$ cat src/rtl/trig_mode_pkg.sv
// Package: shared types for the trigger-mode port block.
// Assumes: a port falls into exactly one decode class.
package trig_mode_pkg;

    // Decode class of the addressed port
    typedef enum logic [2:0] {
        PC_NONE   = 3'd0,
        PC_TRIG0  = 3'd1,
        PC_TRIG1  = 3'd2,
        PC_STUB   = 3'd3,
        PC_WONLY  = 3'd4
    } port_cls_e;

endpackage

$ cat src/rtl/tm_port_decode.sv
// Module: tm_port_decode
// Maps a full I/O address to its decode class. The stub ports come from
// a packed parameter list and are compared in a generate loop.
// Assumes: no address appears in more than one parameter.
module tm_port_decode
    import trig_mode_pkg::*;
#(
    parameter int                        ADDR_W     = 16,
    parameter logic [ADDR_W-1:0]         TRIG0_PORT = 16'h04D0,
    parameter logic [ADDR_W-1:0]         TRIG1_PORT = 16'h04D1,
    parameter logic [ADDR_W-1:0]         WONLY_PORT = 16'h00F0,
    parameter int                        NUM_STUB   = 3,
    parameter logic [NUM_STUB*ADDR_W-1:0] STUB_PORTS = {16'h0CF9, 16'h00B3, 16'h00B2}
) (
    input  logic [ADDR_W-1:0] addr,
    output port_cls_e         cls
);

    logic [NUM_STUB-1:0] stub_hit;

    // One comparator per stub port
    for (genvar g = 0; g < NUM_STUB; g++) begin : g_stub
        assign stub_hit[g] = (addr == STUB_PORTS[g*ADDR_W +: ADDR_W]);
    end

    // Priority-free class select (ports are disjoint)
    always_comb begin
        if (addr == TRIG0_PORT)      cls = PC_TRIG0;
        else if (addr == TRIG1_PORT) cls = PC_TRIG1;
        else if (|stub_hit)          cls = PC_STUB;
        else if (addr == WONLY_PORT) cls = PC_WONLY;
        else                         cls = PC_NONE;
    end

endmodule

$ cat src/rtl/tm_mask_reg.sv
// Module: tm_mask_reg
// One control byte. Bits that are clear in MASK are never stored.
// Assumes: the caller qualifies we with the decode and width checks.
module tm_mask_reg #(
    parameter int                DATA_W = 8,
    parameter logic [DATA_W-1:0] MASK   = 8'hF8
) (
    input  logic              clk,
    input  logic              rst_n,
    input  logic              we,
    input  logic [DATA_W-1:0] wdata,
    output logic [DATA_W-1:0] q
);

    // Store the masked byte; clear on reset
    always_ff @(posedge clk) begin
        if (!rst_n)  q <= '0;
        else if (we) q <= wdata & MASK;
    end

endmodule

$ cat src/rtl/tm_resp.sv
// Module: tm_resp
// Registers the read data, the acknowledge and the error pulse for one
// cycle after each strobe.
// Assumes: io_rd and io_wr are never high in the same cycle.
module tm_resp
    import trig_mode_pkg::*;
#(
    parameter int DATA_W = 8
) (
    input  logic              clk,
    input  logic              rst_n,
    input  logic              rd,
    input  logic              wr,
    input  logic              wide,
    input  port_cls_e         cls,
    input  logic [DATA_W-1:0] q0,
    input  logic [DATA_W-1:0] q1,
    output logic [DATA_W-1:0] rdata,
    output logic              ack,
    output logic              err
);

    localparam logic [DATA_W-1:0] ALL_ONES = {DATA_W{1'b1}};

    logic              rd_hit;
    logic              err_n;
    logic [DATA_W-1:0] rdata_n;

    // A read is acknowledged for the two registers and the stub ports
    assign rd_hit = rd && (cls == PC_TRIG0 || cls == PC_TRIG1 || cls == PC_STUB);

    // Next read data
    always_comb begin
        if (!rd_hit)                     rdata_n = '0;
        else if (wide || cls == PC_STUB) rdata_n = ALL_ONES;
        else if (cls == PC_TRIG0)        rdata_n = q0;
        else                             rdata_n = q1;
    end

    // Next error flag: stub access, write-only write, or an illegal width
    always_comb begin
        err_n = 1'b0;
        if (rd && cls == PC_STUB)                        err_n = 1'b1;
        if (wr && (cls == PC_STUB || cls == PC_WONLY))   err_n = 1'b1;
        if ((rd || wr) && wide)                          err_n = 1'b1;
    end

    // Response registers
    always_ff @(posedge clk) begin
        if (!rst_n) begin
            rdata <= '0;
            ack   <= 1'b0;
            err   <= 1'b0;
        end else begin
            rdata <= rdata_n;
            ack   <= rd_hit;
            err   <= err_n;
        end
    end

endmodule

$ cat src/rtl/trig_mode_regs.sv
// Module: trig_mode_regs (top)
// Two masked trigger-mode bytes on a byte-wide I/O bus, plus stub,
// write-only and unmapped port handling.
// Assumes: strobes last one cycle each and are never high together.
module trig_mode_regs
    import trig_mode_pkg::*;
#(
    parameter int                         ADDR_W     = 16,
    parameter int                         DATA_W     = 8,
    parameter int                         SIZE_W     = 2,
    parameter logic [ADDR_W-1:0]          TRIG0_PORT = 16'h04D0,
    parameter logic [ADDR_W-1:0]          TRIG1_PORT = 16'h04D1,
    parameter logic [DATA_W-1:0]          TRIG0_MASK = 8'hF8,
    parameter logic [DATA_W-1:0]          TRIG1_MASK = 8'hDE,
    parameter logic [ADDR_W-1:0]          WONLY_PORT = 16'h00F0,
    parameter int                         NUM_STUB   = 3,
    parameter logic [NUM_STUB*ADDR_W-1:0] STUB_PORTS = {16'h0CF9, 16'h00B3, 16'h00B2}
) (
    input  logic                clk,
    input  logic                rst_n,
    input  logic [ADDR_W-1:0]   io_addr,
    input  logic                io_rd,
    input  logic                io_wr,
    input  logic [SIZE_W-1:0]   io_size,
    input  logic [DATA_W-1:0]   io_wdata,
    output logic [DATA_W-1:0]   io_rdata,
    output logic                io_ack,
    output logic                err_pulse,
    output logic [2*DATA_W-1:0] trig_mode
);

    port_cls_e         cls;
    logic              wide;
    logic              we0;
    logic              we1;
    logic [DATA_W-1:0] q0;
    logic [DATA_W-1:0] q1;

    // Any size code other than zero is wider than one byte
    assign wide = (io_size != '0);
    assign we0  = io_wr && !wide && (cls == PC_TRIG0);
    assign we1  = io_wr && !wide && (cls == PC_TRIG1);

    tm_port_decode #(
        .ADDR_W    (ADDR_W),
        .TRIG0_PORT(TRIG0_PORT),
        .TRIG1_PORT(TRIG1_PORT),
        .WONLY_PORT(WONLY_PORT),
        .NUM_STUB  (NUM_STUB),
        .STUB_PORTS(STUB_PORTS)
    ) u_dec (
        .addr(io_addr),
        .cls (cls)
    );

    tm_mask_reg #(.DATA_W(DATA_W), .MASK(TRIG0_MASK)) u_reg0 (
        .clk  (clk),
        .rst_n(rst_n),
        .we   (we0),
        .wdata(io_wdata),
        .q    (q0)
    );

    tm_mask_reg #(.DATA_W(DATA_W), .MASK(TRIG1_MASK)) u_reg1 (
        .clk  (clk),
        .rst_n(rst_n),
        .we   (we1),
        .wdata(io_wdata),
        .q    (q1)
    );

    tm_resp #(.DATA_W(DATA_W)) u_resp (
        .clk  (clk),
        .rst_n(rst_n),
        .rd   (io_rd),
        .wr   (io_wr),
        .wide (wide),
        .cls  (cls),
        .q0   (q0),
        .q1   (q1),
        .rdata(io_rdata),
        .ack  (io_ack),
        .err  (err_pulse)
    );

    assign trig_mode = {q1, q0};

endmodule

$ cat config.mk
export PLATFORM = sky130hd
export DESIGN_NAME = trig_mode_regs
export DESIGN_NICKNAME = d
export VERILOG_FILES = /design/src/rtl/trig_mode_pkg.sv /design/src/rtl/tm_port_decode.sv /design/src/rtl/tm_mask_reg.sv /design/src/rtl/tm_resp.sv /design/src/rtl/trig_mode_regs.sv
export SDC_FILE = /design/constraint.sdc
export NUM_CORES = 1
export LEC_CHECK = 0
export BUFFER_PORTS_ARGS = -buffer_cell sky130_fd_sc_hd__buf_2
export CAP_MARGIN = 40
export CORE_MARGIN = 4
export CORE_UTILIZATION = 39
export CTS_CLUSTER_DIAMETER = 150
export DETAILED_ROUTE_END_ITERATION = 6
export HOLD_SLACK_MARGIN = 0.12
export PLACE_DENSITY = 0.84
export SETUP_SLACK_MARGIN = 0.1
export SYNTH_ARGS = -nofsm -noshare
export SYNTH_HDL_FRONTEND = slang
export SYNTH_SLANG_ARGS = --single-unit
$ cat constraint.sdc
create_clock -name clk -period 1.4 [get_ports clk]
set_input_delay 0.21 -clock clk [delete_from_list [all_inputs] [get_ports clk]]
set_output_delay 0.21 -clock clk [all_outputs]
set_load 0.03 [all_outputs]
==> out/results.txt <==
synthesized instance count - 112
DR vias - 959
crit path max fanout - 5
top-area cell type share of the netlist area - 40.8%
FFs w/ async S/R, synth - 0%
Initial DRT Pass Iterations - 4
slowest cell on the critical path - or4_4
fin. max-slew vios - 0
DRC Markers - 0
Hold-fix buffers, CTS - 0
antenna cells - 0
post-route setup slack - 0.0984 ns
Routability Congestion - 0.814
die area - 3530 um2
die width - 59.4 um
Clk Latency, worst-skew pair - 0.29 ns
crit path time final - 1.30 ns
total track usage - 13.5%
Internal - 0.770 mW
CTS tree - done
Worst Path Required - 1.62 ns
clock sink count - 21
fin nets - 198
root buf cell - clkbuf_4
Crit path top cell by count - buf_6
WHS - 0.168 ns
I/O Pins - 56
GRT overflow - 0
critical path type - primary input to flip-flop
clk slew on worst S/H paths - 0.11 ns
static leakage power - 0.652 nW
Power, Total - 1.01 mW
Longest Clk Path Bufs - 2
CP endpoint kind - flip-flop
synthesized cell area - 1030 um2
Post-Route Utilization - 55.8%
flops & latches, synth - 21
Main synth FF type - dfxtp_1
first-pass GRT wire length - 3760 um
post-synthesis area per instance - 9.21 um2
P_sw - 0.242 mW
Iteration-0 DRC Markers - 31
Synth area leaders - dfxtp_1, mux2i_1, nand2_1, a21oi_1, mux2_2
Via density - 4.87
Max Cap Violations - 0
H-tree depth - 1
Post-synth EDFFs - 0
top cell type by total area after synthesis - dfxtp_1
cells on worst reg2reg path - 3
Core Box Area - 2500 um2
Detail Route Antenna Nets - 0
VDD IR max - 0.000522 V
dpl hpwl - 2020 um
initial core utilization - 41.2%
clock share of power - 27.0%
status - complete, no violations
drt wl/cell - 12.5 um
fillers - 218
most frequent cell after synthesis - nand2_1
sequential-to-total area share from yosys stat - 40.8%
Setup Skew - 0.000613 ns
Final Cell Area - 1400 um2
Hold Path Depth - 3
fraction of layout cells with a size suffix above 1 - 45.5%
Yosys warning count - 0
IO buf count - 49
placed cell areas - 1330 um2
Power Density - 725 nW/um2
Comb pwr share - 13.7%
Synth cell types - 32
Net Sw Frac - 23.9%
row count - 18
final setup fails - 0
register share of total power - 59.2%
initial antenna violation count - 0
Inserted Clock Buffers - 3
Die Ht - 59.4 um
RSZ-0062 raised after global routing - true
Post-synth top cells - nand2_1, dfxtp_1, mux2i_1
crit path launch type - primary input
Worst EP arrival - 1.52 ns
area grow syn2layout - 35.3%
endpoints failing hold - 0
largest net degree at the start of global routing - 13
worst min path class - primary input to flip-flop
final period utilization - 93.0%
vias in the first global route - 880
largest stage delay on the critical path - 0.53 ns
routed wire length - 2460 um
worst slack at placement - -0.225 ns
CP Cell Sequence - buf_6 -> or4_4 -> nor3_4 -> and3_1 -> buf_6 -> mux2i_1
Max Fclk - 768 MHz
[per-stage QoR]
| stage | TNS, ns | std cells |
|---|---|---|
| 3_5_place_dp | -3.36 | 193 |
| 4_1_cts | 0 | 197 |
| 3_3_place_gp | -2.71 | 193 |
| 6_report | 0 | 197 |
| 5_1_grt | 0 | 197 |
| 2_1_floorplan | -0.415 | 116 |
[per-layer routing]
metal	vias to the layer above	global-route usage (%)	share of wire (%)
met3	2	3.05	8.3
met2	32	24.6	51
li1	488	-	-
met4	0	2.91	0.16
met5	-	0	0
met1	437	15.7	40
[flip-flops by register name, indices dropped and copies added, names as in the netlist]
signal	cells
u_resp.rdata	8
u_resp.err	1
u_reg1.q	6
u_resp.ack	1
u_reg0.q	5
[cells by family after synthesis]
| group | count (synthesis) | share of synthesized area (%) |
|---|---|---|
| simple gates | 43 | 24.9 |
| mux | 15 | 15.0 |
| compound gates | 20 | 11.2 |
| other cells | 1 | 0.364 |
| buf+inv | 12 | 7.77 |
| flops | 21 | 40.8 |
[area by class of cell]
| cell class | instances | area [um2] | area share [%] |
|---|---|---|---|
| clock buffer | 4 | 26.3 | 1.88 |
| sequential | 21 | 420 | 30.1 |
| inverter | 1 | 3.75 | 0.269 |
| multi-input combinational | 83 | 572 | 41.0 |
| timing repair buffer | 58 | 335 | 24.0 |
| tap | 30 | 37.5 | 2.69 |
[critical path, delay by kind of cell]
| kind | cells | cell delay (ns) |
|---|---|---|
| buffers and inverters | 2 | 0.23 |
| muxes | 1 | 0.19 |
| and+or+nand+nor | 3 | 0.88 |
[power by group through the flow]
stage / Combinational [mW] / Sequential (mW) / Clock (mW)
5_1_grt: 0.152 / 0.600 / 0.302
3_5_place_dp: 0.135 / 0.613 / 0
3_3_place_gp: 0.130 / 0.613 / 0
4_1_cts: 0.135 / 0.599 / 0.277
6_report: 0.139 / 0.599 / 0.273
2_1_floorplan: 0.0753 / 0.617 / 0
[cells in the final DEF (no fill, tap or decap)]
cell type / instances
nand4_1: 1
nor3_1: 2
or4_4: 1
and3_4: 1
a21oi_1: 7
nor2_1: 3
buf_2: 48
a21o_1: 3
nor2b_1: 1
nor4_1: 1
a31oi_2: 1
nand2b_1: 1
mux2_2: 4
a21oi_2: 2
inv_1: 1
mux2i_1: 11
clkbuf_4: 3
nand2_1: 23
buf_12: 1
o221ai_1: 1
dfxtp_1: 21
clkbuf_1: 1
or2_2: 1
nor3b_4: 1
nand3b_2: 1
buf_6: 2
nand3_4: 1
o21ai_0: 5
conb_1: 5
nor3b_1: 1
a211oi_1: 1
nand3b_4: 1
and3_1: 1
buf_4: 7
nor3_4: 1
nor4bb_1: 1
[path summary, 6_finish.rpt]
check / start / endpoint / slack [ns]
setup / recovery: io_addr[13] / u_reg0.q[7]$_SDFFE_PN0P_ / 0.1
hold / removal: io_wdata[1] / u_reg1.q[1]$_SDFFE_PN0P_ / 0.17
setup reg to reg: u_reg1.q[4]$_SDFFE_PN0P_ / u_resp.rdata[4]$_SDFF_PN0_ / 0.41
hold reg to reg: u_reg0.q[5]$_SDFFE_PN0P_ / u_reg0.q[5]$_SDFFE_PN0P_ / 0.48
[timing repair]
action | in CTS | in global routing
gates resized for setup | 1 | 6
setup endpoints to repair | 5 | 16
setup buffers | 0 | 0
Power figures use the tool's default switching activity.
